===== config.mk =====
export PLATFORM = sky130hd
export DESIGN_NAME = srm_rate_meter
export DESIGN_NICKNAME = d
export VERILOG_FILES = /design/src/rtl/srm_pkg.sv /design/src/rtl/srm_recip_div.sv /design/src/rtl/srm_window_calc.sv /design/src/rtl/srm_period_counter.sv /design/src/rtl/srm_rate_meter.sv
export SDC_FILE = /design/constraint.sdc
export NUM_CORES = 1
export LEC_CHECK = 0
export BUFFER_PORTS_ARGS = -buffer_cell sky130_fd_sc_hd__clkbuf_2
export CELL_PAD_IN_SITES_DETAIL_PLACEMENT = 1
export CELL_PAD_IN_SITES_GLOBAL_PLACEMENT = 2
export CORE_MARGIN = 2
export CORE_UTILIZATION = 35
export DETAILED_ROUTE_END_ITERATION = 10
export PLACE_DENSITY_LB_ADDON = 0.3
export REMOVE_ABC_BUFFERS = 1
export SLEW_MARGIN = 20
export SYNTH_ARGS = -nofsm -noshare
export SYNTH_HDL_FRONTEND = slang
export SYNTH_HIERARCHICAL = 1
export SYNTH_SLANG_ARGS = --single-unit

===== constraint.sdc =====
create_clock -name clk -period 3.09 [get_ports clk]
set_clock_uncertainty 0.15 [all_clocks]
set_input_delay 0.309 -clock clk [delete_from_list [all_inputs] [get_ports clk]]
set_output_delay 0.309 -clock clk [all_outputs]
set_load 0.05 [all_outputs]

===== src/rtl/srm_pkg.sv =====
package srm_pkg;
  typedef enum logic [1:0] {
    ST_IDLE,
    ST_CALC,
    ST_ARM,
    ST_MEAS
  } meas_state_e;
endpackage


===== src/rtl/srm_recip_div.sv =====
// Sequential restoring divider computing 2^FW / divisor, one quotient bit per cycle.
module srm_recip_div #(
  parameter int FW = 16
) (
  input  logic          clk,
  input  logic          rst_n,
  input  logic          kill,
  input  logic          load,
  input  logic [FW-1:0] divisor,
  output logic          done,
  output logic [FW:0]   quot,
  output logic [FW-1:0] rem
);
  localparam int STEPS = FW + 1;
  localparam int SW    = $clog2(STEPS + 1);
  localparam int WIDE  = 2 * FW + 2;

  logic [FW:0]   num_q;
  logic [FW-1:0] dvs_q;
  logic [SW-1:0] left_q;
  logic [FW:0]   trial;
  logic          fits;

  always_comb begin
    trial = {rem, num_q[FW]};
    fits  = (trial >= {1'b0, dvs_q});
  end

  always_ff @(posedge clk or negedge rst_n) begin
    if (!rst_n) begin
      num_q  <= '0;
      dvs_q  <= '0;
      left_q <= '0;
      quot   <= '0;
      rem    <= '0;
      done   <= 1'b0;
    end else begin
      done <= 1'b0;
      if (kill) begin
        if (load) begin
          num_q  <= (FW+1)'(1) << FW;
          dvs_q  <= divisor;
          quot   <= '0;
          rem    <= '0;
          left_q <= SW'(STEPS);
        end else begin
          left_q <= '0;
        end
      end else if (left_q != '0) begin
        if (fits) begin
          rem  <= FW'(trial - {1'b0, dvs_q});
          quot <= {quot[FW-1:0], 1'b1};
        end else begin
          rem  <= trial[FW-1:0];
          quot <= {quot[FW-1:0], 1'b0};
        end
        num_q  <= num_q << 1;
        left_q <= left_q - SW'(1);
        if (left_q == SW'(1)) done <= 1'b1;
      end
    end
  end

  // the quotient and remainder reconstruct the dividend exactly
  a_r3_div_identity: assert property (@(posedge clk) disable iff (!rst_n)
    done |-> ((WIDE'(quot) * WIDE'(dvs_q) + WIDE'(rem)) == (WIDE'(1) << FW)) && (rem < dvs_q));
endmodule


===== src/rtl/srm_window_calc.sv =====
// Chooses the window length: forced, fixed for a zero fraction, or a ceiling reciprocal.
module srm_window_calc #(
  parameter int FW = 16
) (
  input  logic          clk,
  input  logic          rst_n,
  input  logic          go,
  input  logic [FW-1:0] frac,
  input  logic          ovr_en,
  input  logic [FW:0]   ovr_cnt,
  output logic          ready,
  output logic [FW:0]   window
);
  localparam logic [FW-1:0] HALF    = FW'(1) << (FW - 1);
  localparam logic [FW:0]   MIN_WIN = (FW+1)'(2);

  logic          need_div;
  logic          upper_half;
  logic [FW-1:0] dvs;
  logic          div_done;
  logic [FW:0]   quot;
  logic [FW-1:0] rem;

  always_comb begin
    need_div   = !ovr_en && (frac != '0);
    upper_half = (frac > HALF);
    dvs        = upper_half ? (~frac + FW'(1)) : frac;
  end

  srm_recip_div #(.FW(FW)) u_div (
    .clk     (clk),
    .rst_n   (rst_n),
    .kill    (go),
    .load    (go && need_div),
    .divisor (dvs),
    .done    (div_done),
    .quot    (quot),
    .rem     (rem)
  );

  always_ff @(posedge clk or negedge rst_n) begin
    if (!rst_n) begin
      ready  <= 1'b0;
      window <= MIN_WIN;
    end else begin
      ready <= 1'b0;
      if (go) begin
        if (ovr_en) begin
          window <= (ovr_cnt < MIN_WIN) ? MIN_WIN : ovr_cnt;
          ready  <= 1'b1;
        end else if (frac == '0) begin
          window <= MIN_WIN;
          ready  <= 1'b1;
        end
      end else if (div_done) begin
        window <= quot + (FW+1)'(rem != '0) + (FW+1)'(1);
        ready  <= 1'b1;
      end
    end
  end

  // no window shorter than one period is ever produced
  a_r5_window_min: assert property (@(posedge clk) disable iff (!rst_n)
    ready |-> (window >= MIN_WIN));
endmodule


===== src/rtl/srm_period_counter.sv =====
// Edge-detects the strobe and counts reference cycles across the window.
module srm_period_counter
  import srm_pkg::*;
#(
  parameter int FW = 16,
  parameter int CW = 24
) (
  input  logic          clk,
  input  logic          rst_n,
  input  logic          start,
  input  logic          strobe,
  input  logic          win_ready,
  input  logic [FW:0]   window,
  output logic          busy,
  output logic          done,
  output logic          error,
  output logic [CW-1:0] total,
  output logic [FW:0]   periods
);
  localparam logic [CW-1:0] CMAX = '1;

  meas_state_e   state_q;
  logic          strb_q;
  logic          rise;
  logic [CW-1:0] cnt_q;
  logic [FW:0]   edges_q;
  logic [FW:0]   win_q;
  logic [FW:0]   edges_nx;

  always_comb begin
    rise     = strobe && !strb_q;
    edges_nx = edges_q + (FW+1)'(1);
    busy     = (state_q != ST_IDLE);
  end

  always_ff @(posedge clk or negedge rst_n) begin
    if (!rst_n) begin
      state_q <= ST_IDLE;
      strb_q  <= 1'b0;
      cnt_q   <= '0;
      edges_q <= '0;
      win_q   <= '0;
      done    <= 1'b0;
      error   <= 1'b0;
      total   <= '0;
      periods <= '0;
    end else begin
      strb_q <= strobe;
      if (start) begin
        state_q <= ST_CALC;
        done    <= 1'b0;
        error   <= 1'b0;
      end else begin
        unique case (state_q)
          ST_CALC: if (win_ready) begin
            win_q   <= window;
            state_q <= ST_ARM;
          end
          ST_ARM: if (rise) begin
            cnt_q   <= '0;
            edges_q <= (FW+1)'(1);
            state_q <= ST_MEAS;
          end
          ST_MEAS: begin
            if (cnt_q == CMAX) begin
              error   <= 1'b1;
              state_q <= ST_IDLE;
            end else begin
              cnt_q <= cnt_q + CW'(1);
              if (rise) begin
                if (edges_nx == win_q) begin
                  total   <= cnt_q + CW'(1);
                  periods <= win_q - (FW+1)'(1);
                  done    <= 1'b1;
                  state_q <= ST_IDLE;
                end else begin
                  edges_q <= edges_nx;
                end
              end
            end
          end
          default: ;
        endcase
      end
    end
  end

  // start clears the result flag and begins a run
  a_r8_start_clears: assert property (@(posedge clk) disable iff (!rst_n)
    start |=> (!done && busy));
  // results hold until the next start
  a_r8_hold: assert property (@(posedge clk) disable iff (!rst_n)
    (done && !start) |=> (done && $stable(total) && $stable(periods)));
  // an overflowed run never reports done
  a_r10_excl: assert property (@(posedge clk) disable iff (!rst_n)
    !(done && error));
  // each period spans at least one cycle
  a_r6_total_ge: assert property (@(posedge clk) disable iff (!rst_n)
    done |-> (longint'(total) >= longint'(periods)));
  // counting is armed only with a usable window
  a_r7_armed_window: assert property (@(posedge clk) disable iff (!rst_n)
    (state_q == ST_ARM) |-> (win_q >= (FW+1)'(2)));
endmodule


===== src/rtl/srm_rate_meter.sv =====
module srm_rate_meter #(
  parameter int FW = 16,
  parameter int CW = 24
) (
  input  logic          clk,
  input  logic          rst_n,
  input  logic          strobe_i,
  input  logic          start_i,
  input  logic [FW-1:0] frac_i,
  input  logic          ovr_en_i,
  input  logic [FW:0]   ovr_count_i,
  output logic          busy_o,
  output logic          done_o,
  output logic          error_o,
  output logic [CW-1:0] total_cycles_o,
  output logic [FW:0]   periods_o
);
  logic        win_ready;
  logic [FW:0] window;

  srm_window_calc #(.FW(FW)) u_calc (
    .clk     (clk),
    .rst_n   (rst_n),
    .go      (start_i),
    .frac    (frac_i),
    .ovr_en  (ovr_en_i),
    .ovr_cnt (ovr_count_i),
    .ready   (win_ready),
    .window  (window)
  );

  srm_period_counter #(.FW(FW), .CW(CW)) u_count (
    .clk       (clk),
    .rst_n     (rst_n),
    .start     (start_i),
    .strobe    (strobe_i),
    .win_ready (win_ready),
    .window    (window),
    .busy      (busy_o),
    .done      (done_o),
    .error     (error_o),
    .total     (total_cycles_o),
    .periods   (periods_o)
  );
endmodule


# Yosys cells after proc, flatten, opt, wreduce, memory -nomap -nowiden
# Index checks and enable logic that the tools add are counted.
# word_totals
ram_bits	0
out_inout_bits	44
latch_bits	0
memories	0
mem_bits_ro	0
regBits	194
elab_cells	126
inputBits	38
# op_classes
mux	50
n_reduce_logical	28
bitwise	3
multipliers	0
order_cmp	3
shift	0
n_div	0
n_addsub	8
eq_ne	17
# ops
operator	count
$mux 17	15
$mux 16	5
$mux 24	2
$pmux 24 s2	1
$add 17x1->17 const B	2
$pmux 17 s2	1
$reduce_bool 16->1	2
$add 24x1->24 const B	1
$eq 24x24->1 const B	1
$add 17x1->17	1
$eq 17x17->1	1
$ge 17x16->1	1
$lt 17x2->1 const B	1
$sub 17x1->17 const B	1
$add 16x1->16 const B	1
$gt 16x16->1 const B	1
$logic_not 16->1	1
$mux 1	16
$not 16->16	1
$reduce_bool 2->1	8
$sub 16x16->16	1
$mux 5	3
$mux 2	6
$reduce_and 5->1	2
20 further kinds	34

# Longest topological paths before layout
# Gate-level depths: netlist of the first run.
# depth
ltp_word	7
depth_mapped	12
ltp_nobuf	10

# By module
# Netlist of the first run, hierarchy kept.
# modules_own_cells
module	seq_area_each_um2	cells_each	n_inst	area_per_inst_um2
srm_period_counter	2602.5	593	1	5530.3
srm_recip_div	1401.3	354	1	3372.0
srm_window_calc	451.7	194	1	1645.3

# Least setup slack after synthesis of the first run
# OpenSTA, ideal clock, no wires.
# synth_path
path_type	register to register
start	register u_count.edges_q[0]
end	register u_count.total[12]
synth_period_minus_slack_ns	3.056
path_stages_with_launch	11
setup_ns	0.125
t_arrival_ns	2.781
n_path_buf	2
required_time_ns	2.815
path_slack_ns	0.034
cell_sequence	dfrtp_1 -> ha_1 -> nand3_1 -> nor3_4 -> xnor2_1 -> or4_1 -> a31o_1 -> or3_1 -> buf_2 -> buf_6 -> mux2_4
# synth_via
elab_chain_len	3
# synth_rtl
element	line_no	text
from (decl)	srm_period_counter.sv:26	logic [FW:0] edges_q;
from (signal assigned)	srm_period_counter.sv:61	edges_q <= (FW+1)'(1);
from (signal assigned)	srm_period_counter.sv:77	edges_q <= edges_nx;
$add 17x1->17	srm_period_counter.sv:32	edges_nx = edges_q + (FW+1)'(1);
$eq 17x17->1	srm_period_counter.sv:71	if (edges_nx == win_q) begin
$reduce_and 5->1 (no source line)	-	
to (signal assigned)	srm_period_counter.sv:72	total <= cnt_q + CW'(1);
to (decl)	srm_period_counter.sv:17	output logic [CW-1:0] total,
# No other way between the ends.
# A chain may end at the register's enable or synchronous reset.

# Worst setup path in the final report of the first run
# layout_path
start	register u_count.win_q[11]
end	register u_count.total[1]
# layout_via
elab_chain_len	2
# layout_rtl
element	line_no	text
from (decl)	srm_period_counter.sv:27	logic [FW:0] win_q;
from (signal assigned)	srm_period_counter.sv:56	win_q <= window;
$eq 17x17->1	srm_period_counter.sv:71	
$reduce_and 5->1 (no source line)	-	
# No other way between the ends.

==> summary.md, run 1 <==
| Metric | Value |
|---|---|
| Internal power | 0.005875 W |
| Fin worst setup slack | 0.08132 ns |
| Sw Ratio | 0.3947 |
| Slowest CP cell | or4_1 |
| Register area share after synthesis | 0.4224 |
| Grt ovf | 0 |
| Dpl ws | -0.02010 ns |
| Slew HR | 0.5247 |
| Synth Register Bits | 178 |
| Hold Path Class | input pin to flip-flop |
| Critical Path Start | u_count/win_q[11]$_DFFE_PN0P_ |
| Area grow syn2layout | 19.12% |
| Via count | 8896 |
| Critical-path cell list | xnor2_2 -> xnor2_1 -> o311a_1 -> or4_1 -> a31o_1 -> or3_4 -> clkbuf_16 -> mux2_4 |
| Psw | 0.003830 W |
| Critical path peak fanout | 6 |
| CP max stage delay | 0.53 ns |
| Dpl hpwl | 21680 um |
| Netlist cell types | 82 |
| CTS tree | built |
| Main synth FF type | dfrtp_1 |
| Global-route wire length before repair | 49030 um |
| Worst Reg-to-Reg Cells | 8 |
| Pin count of the biggest net entering global routing | 66 |
| Most frequent cells in the layout | 177 x dfrtp_1, 132 x nand2_1, 115 x o21ai_0 |
| TritonCTS buffer count | 17 |
| Routed WL | 29890 um |
| IO Port Bufs | 81 |
| Final Hold Viols | 0 |
| Final Critical Period | 3.009 ns |
| GRT Total Usage | 0.1943 |
| VDD IR-drop max | 0.0004253 V |
| H-tree depth | 4 |
| Die area | 31540 sq um |
| Placed Cells | 1621 |
| Critical path depth | 8 |
| Initial Util | 0.3559 |
| Combinational group share of total power | 0.400 |
| YS warnings | 6 |
| Clk pwr share | 0.237 |
| Diodes inserted | 0 |
| Final setup violation count | 0 |
| FMAX | 332.4 MHz |
| Routed Antenna Nets | 0 |
| Clk Latency, worst-skew pair | 0.43 ns |
| Final period utilization | 0.9737 |
| Async SR Flop Fraction | 1.000 |
| Router iterations before antenna repair | 4 |
| Fill cells | 3504 |
| I/O pin count | 82 |
| R2R Path End | u_count/total[1]$_DFFE_PN0P_ |
| CP Buf/Inv Count | 1 |
| Via/cell ratio | 5.346 |
| Leakage dissipation | 5.397 nW |
| Slew @ Worst Pin | 0.7122 ns |
| Commonest non-fill, non-tap cell in the layout | dfrtp_1 |
| Pwr per Cell Area | 772.5 nW/um^2 |
| Status | complete, no violations |
| Die Wd | 177.6 um |
| Critical path class | flip-flop to flip-flop |
| Worst setup path endpoint | u_count/total[1]$_DFFE_PN0P_ |
| Crit. End Element | flip-flop |
| Setup TNS | 0 ns |
| Final std cells w/o fill | 1664 |
| Core Rows | 63 |
| CP Data Arrival Time | 3.18 ns |
| Hold_sp | ovr_count_i[13] |
| Reg clk slew, reported paths | 0.07 ns |
| CP delay by family, top | simple AND/OR/NAND/NOR gates |
| Root Driver | clkbuf_16 |
| Max-slew violation count | 0 |
| R2R Path Start | u_count/win_q[11]$_DFFE_PN0P_ |
| Clock sink total | 178 |
| Clock tree buffer depth | 2 |
| DRC | 0 |
| GP Congestion | 0.8525 |
| Worst path required time | 3.26 ns |
| Max Cap Viol | 0 |
| Share of power burned in registers | 0.364 |
| Initial antenna violation count | 0 |
| Share of cells above drive strength 1 | 0.2159 |
| Die height | 177.6 um |
| FF-to-FF setup slack | 0.08 ns |
| Final net count | 1325 |
| Cell count after synthesis | 1141 |
| Vias in the first global route | 9282 |
| DRT iter0 DRCs | 473 |
| Critical path startpoint category | flip-flop |
| WL/cell | 17.96 um |
| Avg Inst Size Synth | 9.244 sq um |
| Number of flops mapped to enable cells by yosys | 0 |
| Core area | 29640 sq um |
| Mapped Area | 10550 sq um |
## per-layer routing
metal / global-route usage / vias up / part of all wire
met3: 0.02828 / 19 / 0.022
met5: 0 / - / 0
li1: - / 4322 / -
met2: 0.3148 / 118 / 0.47
met4: 0.04952 / 0 / 0.013
met1: 0.2718 / 4437 / 0.50
## what timing repair did
action | CTS | global route
pin swaps | 0 | 5
endpoints found under the setup margin | 21 | 37
setup buffers | 0 | 4
cloned | 0 | 2
hold endpoints to repair | 65 | 0
gates resized for setup | 2 | 9
hold buffers | 5 | 0
## cell families after synthesis
kind of cell	synth area share
and+or+nand+nor	0.1993
AOI/OAI and AO/OA	0.1739
DFF	0.4224
buffers and inverters	0.04674
xor gates and xnor gates	0.08375
muxes	0.04235
adders and majority gates	0.03155
## worst min path at each step
| stage | cells after the start | endpoint | slack [ns] |
|---|---|---|---|
| 2_1_floorplan | 0 | u_calc/ready$_DFF_PN0_ | -0.14 |
| 3_3_place_gp | 1 | u_count/total[11]$_DFFE_PN0P_ | 0.20 |
| 3_5_place_dp | 1 | u_count/total[11]$_DFFE_PN0P_ | 0.20 |
| 4_1_cts | 3 | u_calc/window[13]$_DFFE_PN0P_ | 0.008 |
| 5_1_grt | 3 | u_calc/window[13]$_DFFE_PN0P_ | 0.03 |
| 6_report | 3 | u_calc/window[13]$_DFFE_PN0P_ | 0.03 |
## worst min-delay path: stages
cell      delay [ns]
clkbuf_2        0.09
nand3_1         0.07
a31oi_2         0.08
## synth_stat cells (all sizes together), types with 6 or more instances
master	count	area share
a21oi	46	0.022
clkbuf	47	0.017
ha	25	0.030
or3	9	0.0053
o21a	11	0.0078
xnor2	66	0.056
dfrtp	177	0.42
and2	11	0.0068
a2bb2oi	7	0.0058
xor2	34	0.028
nor2	63	0.022
nand4	30	0.021
inv	42	0.015
o21ai	122	0.058
and4	9	0.0077
a21o	10	0.0071
nand3	48	0.023
and3	18	0.011
nor3	21	0.011
buf	22	0.015
mux2	36	0.040
nor2b	8	0.0047
o31ai	14	0.011
nand2	132	0.047
o211ai	6	0.0043
o311ai	10	0.013
nor4	23	0.017
a31oi	20	0.012
nand2b	11	0.0065
## cell type report
| class | instances | area (sq um) | area share |
|---|---|---|---|
| sequential | 178 | 4456 | 0.3546 |
| clock buffer | 18 | 439.2 | 0.03495 |
| timing repair buffer | 170 | 1190 | 0.09470 |
| clock inverter | 14 | 176.4 | 0.01404 |
| tap | 390 | 488.0 | 0.03884 |
| multi-input combinational | 852 | 5658 | 0.4503 |
| inverter | 42 | 157.7 | 0.01255 |
## registers in the layout, summed over array words and instances, names as in the netlist
name / cells
u_calc/u_div/num_q: 1
u_count/edges_q: 17
u_count/win_q: 17
u_count/done: 1
u_count/strb_q: 1
u_calc/u_div/done: 1
u_calc/window: 17
u_count/state_q: 2
u_count/total: 24
u_count/periods: 17
u_count/error: 1
u_calc/u_div/left_q: 5
u_calc/u_div/rem: 16
u_calc/ready: 1
u_calc/u_div/quot: 17
u_count/cnt_q: 24
u_calc/u_div/dvs_q: 16
## power groups by stage
stage,registers (W),clock network (W),logic [W]
after floorplan,0.00337,0,0.00264
after global placement,0.00354,0,0.00375
after detailed placement,0.00357,0,0.00384
after CTS,0.00353,0.00239,0.00387
after global routing,0.00363,0.00248,0.00431
final,0.00353,0.00230,0.00388
## per-stage QoR
stage	utilization	power, W	hold WS (ns)	instance area [sq um]
CTS	0.4205	0.009790	0.007847	12460
finish	0.4239	0.009706	0.02624	12560
global placement	0.3976	0.007292	0.2003	11780
global route	0.4239	0.01042	0.03142	12560
detailed placement	0.3977	0.007409	0.1976	11790
floorplan	-	0.006009	-0.1366	10210
Power figures use the tool's default switching activity.
==> run 2, diff against run 1 <==
Settings changed: CORE_UTILIZATION 35 to 30, SKIP_CTS_REPAIR_TIMING set to 1, SLEW_MARGIN 20 to unset.
==> run 2 against run 1 <==
Compared with the run above: combinational power about the same; worst hold slack worse by 0.021 ns; clock-buffer cell count up 2; fmax up 0.40%; worst setup slack better by 0.012 ns; wire length up 1.3%; sequential power about the same; clock power up 2%; global-route usage down 2.6 points; critical path depth up 4; critical endpoint is now u_count/total[16]$_DFFE_PN0P_.
==> summary.md, run 2 (synthesized netlist as in run 1, its figures left out) <==
| Metric | Value |
|---|---|
| Status | complete, no violations |
| GP Congestion | 0.8331 |
| Worst Reg-to-Reg Cells | 12 |
| CP dominant cell by count | buf_4 |
| Final period utilization | 0.9698 |
| Routed WL | 30270 um |
| Placed Cells | 1681 |
| Initial antenna violation count | 1 |
| Clock sink total | 178 |
| Routed Antenna Nets | 0 |
| Tot Pwr | 0.009745 W |
| Critical Path Start | u_count/edges_q[1]$_DFFE_PN0P_ |
| Final setup violation count | 0 |
| GRT Total Usage | 0.1680 |
| Final std cells w/o fill | 1726 |
| Area grow syn2layout | 20.46% |
| Slew HR | 0.5143 |
| Vias in the first global route | 9157 |
| H-tree depth | 4 |
| Leakage dissipation | 5.419 nW |
| Dpl hpwl | 22100 um |
| Hold Path Depth | 3 |
| Grt ovf | 0 |
| VDD IR-drop max | 0.0004655 V |
| Via count | 8821 |
| Critical path class | flip-flop to flip-flop |
| Router iterations before antenna repair | 4 |
| Clk Latency, worst-skew pair | 0.44 ns |
| FF-to-FF setup slack | 0.09 ns |
| Via/cell ratio | 5.111 |
| Max Cap Viol | 0 |
| IO Port Bufs | 81 |
| Top flop regs | u_count/cnt_q x24, u_count/total x24 |
| Core Rows | 68 |
| R2R Path Start | u_count/edges_q[1]$_DFFE_PN0P_ |
| Clock tree buffer depth | 2 |
| Critical path startpoint category | flip-flop |
| I/O pin count | 82 |
| DRT iter0 DRCs | 409 |
| Die Wd | 191.5 um |
| Die height | 191.5 um |
| Slowest CP cell | or4_4 |
| Crit. End Element | flip-flop |
| Reg clk slew, reported paths | 0.07 ns |
| Core area | 34540 sq um |
| Final net count | 1321 |
| Slew @ Worst Pin | 0.7278 ns |
| Hold_sp | ovr_count_i[7] |
| Pin count of the biggest net entering global routing | 72 |
| Hold Path End | u_calc/window[7]$_DFFE_PN0P_ |
| Hold Path Class | input pin to flip-flop |
| TritonCTS buffer count | 17 |
| DRC | 0 |
| FMAX | 333.7 MHz |
| Global-route wire length before repair | 49170 um |
| Die area | 36670 sq um |
| Fill cells | 4016 |
| Critical-path cell list | buf_4 -> nand4_1 -> buf_4 -> nor3_1 -> o311a_1 -> or4_4 -> a31o_1 -> or3_4 -> buf_4 -> clkbuf_16 -> nand2_1 -> o21ai_0 |
| Initial Util | 0.3053 |
| R2R Path End | u_count/total[16]$_DFFE_PN0P_ |
| CP max stage delay | 0.52 ns |
| Share of cells above drive strength 1 | 0.2205 |
| Pwr per Cell Area | 767.0 nW/um^2 |
| Final Hold Viols | 0 |
| Root Driver | clkbuf_16 |
| Most frequent cells in the layout | 174 x dfrtp_1, 131 x nand2_1, 115 x o21ai_0 |
| Max-slew violation count | 0 |
| Worst path required time | 3.24 ns |
| Final Critical Period | 2.997 ns |
| WL/cell | 17.54 um |
| CTS tree | built |
| CP Data Arrival Time | 3.15 ns |
| Commonest non-fill, non-tap cell in the layout | dfrtp_1 |
| Fin util | 0.3678 |
| Critical path peak fanout | 11 |
## run 2: per-layer routing
metal | share of wire | global-route usage
met5 | 0 | 0
met4 | 0.016 | 0.04379
met3 | 0.022 | 0.02497
met2 | 0.47 | 0.2796
met1 | 0.49 | 0.2272
## run 2: report_power, final
group	internal, W	switching, W	total [W]
clock	0.00134	0.00100	0.00234
combinational	0.00173	0.00215	0.00388
sequential	0.00286	0.000670	0.00353
total	0.00593	0.00382	0.00975
## run 2: critical path: cells and delay by family (launching register included)
kind | cells | cell delay (ns)
and+or+nand+nor | 5 | 1.17
DFF | 1 | 0.42
AOI/OAI and AO/OA | 3 | 0.46
buffers and inverters | 4 | 0.65
## run 2: stage by stage
step	hold slack (ns)	TNS [ns]	instance area, sq um	worst slack (ns)
floorplan	-0.1366	-20.91	10210	-0.6016
global placement	0.2229	0	11860	0.009934
detailed placement	0.2239	-0.3888	11860	-0.08545
CTS	-0.2626	-0.8272	12480	-0.1569
global route	0.006855	-0.07797	12710	-0.02850
finish	0.005003	0	12710	0.09341
## run 2: layout make-up
| cell class | count | area, sq um | share of cell area |
|---|---|---|---|
| multi-input cells | 852 | 5703 | 0.4488 |
| flip-flops and latches | 178 | 4459 | 0.3510 |
| repair buffers | 166 | 1189 | 0.09355 |
| well taps | 455 | 569.3 | 0.04481 |
| clock buffers | 20 | 456.7 | 0.03594 |
| clock inverters | 12 | 168.9 | 0.01329 |
| inverters | 42 | 157.7 | 0.01241 |
| diodes | 1 | 2.502 | 0.0001969 |
## run 2: how the worst max path moves through the flow
stage / end / slack [ns] / cells after the start
2_1_floorplan: u_count/total[12]$_DFFE_PN0P_ / -0.60 / 7
3_3_place_gp: u_count/total[1]$_DFFE_PN0P_ / 0.01 / 11
3_5_place_dp: u_count/total[15]$_DFFE_PN0P_ / -0.09 / 10
4_1_cts: u_count/total[15]$_DFFE_PN0P_ / -0.16 / 10
5_1_grt: u_count/total[4]$_DFFE_PN0P_ / -0.03 / 13
6_report: u_count/total[16]$_DFFE_PN0P_ / 0.09 / 12
==> run 3, diff against run 2 <==
Settings changed: SYNTH_HIERARCHICAL 1 to unset.
==> run 3 against run 2 <==
Compared with the run above: critical path type unchanged; worst hold slack gained 0.026 ns; worst setup slack lost 0.023 ns; synthesized area shrank 4.1%; cell count grew 0.81%; highest routed layer is now met5; clock power grew 3%; largest power group unchanged; via count shrank 2.0%; first-iteration DRC count shrank 0.49%.
==> summary.md, run 3 <==
| Metric | Value |
|---|---|
| Routed WL | 29200 um |
| Leakage dissipation | 5.768 nW |
| Vias in the first global route | 8974 |
| Share of the synthesized area in the top cell type | 0.4378 |
| Critical path class | flip-flop to flip-flop |
| Worst Reg-to-Reg Cells | 10 |
| Final std cells w/o fill | 1740 |
| Core Rows | 67 |
| Grt ovf | 0 |
| Global-route wire length before repair | 47670 um |
| Clk Latency, worst-skew pair | 0.46 ns |
| Hold_sp | ovr_count_i[13] |
| TritonCTS buffer count | 17 |
| Pin count of the biggest net entering global routing | 70 |
| Slew HR | 0.5547 |
| DRT iter0 DRCs | 407 |
| Die height | 187.6 um |
| Number of flops mapped to enable cells by yosys | 0 |
| Async SR Flop Fraction | 1.000 |
| Netlist cell types | 61 |
| Most frequent cells in the layout | 176 x dfrtp_1, 163 x nand2_1, 109 x o21ai_0 |
| Worst path required time | 3.27 ns |
| CP Data Arrival Time | 3.20 ns |
| Synth Register Bits | 178 |
| YS warnings | 0 |
| Hold Path End | u_calc.window[13]$_DFFE_PN0P_ |
| Register area share after synthesis | 0.4404 |
| Mapped Area | 10120 sq um |
| Cell count after synthesis | 1130 |
| Final Critical Period | 3.019 ns |
| CTS tree | built |
| CP Buf/Inv Count | 2 |
| Max-slew violation count | 0 |
| VDD IR-drop max | 0.0004844 V |
| FF-to-FF setup slack | 0.07 ns |
| Pwr per Cell Area | 744.8 nW/um^2 |
| R2R Path End | u_count.periods[6]$_DFFE_PN0P_ |
| Clock sink total | 178 |
| IO Port Bufs | 81 |
| Min Hold Slack | 0.03052 ns |
| Avg Inst Size Synth | 8.953 sq um |
| Slew @ Worst Pin | 0.6619 ns |
| Crit. End Element | flip-flop |
| Hold Path Class | input pin to flip-flop |
| Status | complete, no violations |
| GRT Total Usage | 0.1679 |
| Reg clk slew, reported paths | 0.07 ns |
| Diodes inserted | 0 |
| Clock tree buffer depth | 2 |
| Via/cell ratio | 4.970 |
| I/O pin count | 82 |
| R2R Path Start | u_count.edges_q[0]$_DFFE_PN0P_ |
| FMAX | 331.2 MHz |
| Share of cells above drive strength 1 | 0.2136 |
| Dpl hpwl | 21360 um |
| Initial Util | 0.3032 |
| Max Cap Viol | 0 |
| H-tree depth | 4 |
| Initial antenna violation count | 1 |
| Critical Path Start | u_count.edges_q[0]$_DFFE_PN0P_ |
| Die area | 35210 sq um |
| RSZ-0062 raised after global routing | yes |
| Via count | 8648 |
| Core area | 33360 sq um |
| WL/cell | 16.78 um |
| CP delay by family, top | simple AND/OR/NAND/NOR gates |
| Most common cell in the netlist | dfrtp_1 |
| DRC | 0 |
| Final period utilization | 0.9771 |
| Top flop regs | u_count.cnt_q x24, u_count.total x24 |
| Routed Antenna Nets | 0 |
| Final Hold Viols | 0 |
| Main synth FF type | dfrtp_1 |
| Router iterations before antenna repair | 4 |
| Cell taking the most area after synthesis | dfrtp_1 |
| Root Driver | clkbuf_16 |
| Hold Path Depth | 3 |
| Synth cell count leaders | 177 x dfrtp_1, 168 x nand2_1, 127 x o21ai_0 |
| CP max stage delay | 0.53 ns |
| Main area contributors after synthesis | dfrtp_1 44%, o21ai_0 6.3%, nand2_1 6.2% |
| Placed Cells | 1696 |
| Area grow syn2layout | 25.61% |
| Die Wd | 187.6 um |
| Final net count | 1343 |
| Critical-path cell list | ha_2 -> buf_4 -> nand3_1 -> nand2b_1 -> o32ai_2 -> a221oi_2 -> or4_4 -> or3_4 -> buf_12 -> mux2_4 |
| Critical path startpoint category | flip-flop |
| GP Congestion | 0.8070 |
| Final setup violation count | 0 |
| Slowest CP cell | or4_4 |
| Critical path peak fanout | 6 |
| Commonest non-fill, non-tap cell in the layout | dfrtp_1 |
[run 3: cell types whose count changed after synthesis, moves of 8 or more]
cell     delta
nor2_1     +11
nand2_1    +36
xnor2_1     -9
a21oi_1    -20
o31ai_1    +32
nand3_1    -13
nand4_1    -12
mux2_2     -20
buf_2       +8
xor2_1     +14
mux2i_1    +14
o21ai_0     +9
[run 3: worst max path at each step]
stage,endpoint,depth (start not counted),slack (ns)
after floorplan,u_calc.window[13]$_DFFE_PN0P_,10,-2.14
after global placement,u_count.total[6]$_DFFE_PN0P_,13,-0.11
after detailed placement,u_count.total[6]$_DFFE_PN0P_,11,-0.21
after CTS,u_count.total[6]$_DFFE_PN0P_,11,-0.22
after global routing,u_count.periods[6]$_DFFE_PN0P_,10,-0.04
final,u_count.periods[6]$_DFFE_PN0P_,10,0.07
[run 3: worst min-delay path, delay by kind of cell]
kind,cells,cell delay (ns)
buf+inv,1,0.12
compound gates,1,0.10
simple gates,1,0.06
[run 3: report_power, final]
part / switching [W] / internal (W) / total, W / leakage, nW
registers: 0.000527 / 0.00279 / 0.00332 / 2.37
logic: 0.00204 / 0.00169 / 0.00373 / 3.09
clock network: 0.00102 / 0.00140 / 0.00242 / 0.307
[run 3: final cells by class]
cell class	instances	area (sq um)
clock buffers	20	446.7
clock inverters	12	195.2
fillers	3939	20660
inverters	35	131.4
multi-input cells	849	5403
flip-flops and latches	178	4457
well taps	448	560.5
repair buffers	198	1515
[run 3: metrics by stage]
| step | setup WS (ns) | cell area [sq um] | total power, W | TNS [ns] | utilization |
|---|---|---|---|---|---|
| 5_1_grt | -0.03960 | 12710 | 0.01017 | -0.5468 | 0.3809 |
| 3_3_place_gp | -0.1090 | 11720 | 0.006927 | -3.617 | 0.3513 |
| 2_1_floorplan | -2.136 | 9826 | 0.005642 | -131.66 | - |
| 6_report | 0.07077 | 12710 | 0.009465 | 0 | 0.3809 |
| 4_1_cts | -0.2233 | 12360 | 0.009468 | -5.697 | 0.3705 |
| 3_5_place_dp | -0.2119 | 11720 | 0.007008 | -9.055 | 0.3513 |
[run 3: cells by family after synthesis]
kind of cell,share of synthesized area
AO/OA/AOI/OAI,0.1574
XOR/XNOR,0.09003
adder cells (fa/ha/maj),0.03389
buffers and inverters,0.04180
flip-flops,0.4404
multiplexers,0.03574
AND/OR/NAND/NOR,0.2007
[run 3: per-layer routing]
layer,vias to the layer above,track usage,share of wire
met5,-,0,0.00031
met4,2,0.04815,0.016
met3,32,0.02283,0.023
met2,86,0.2887,0.49
met1,4263,0.2203,0.47
li1,4265,-,-
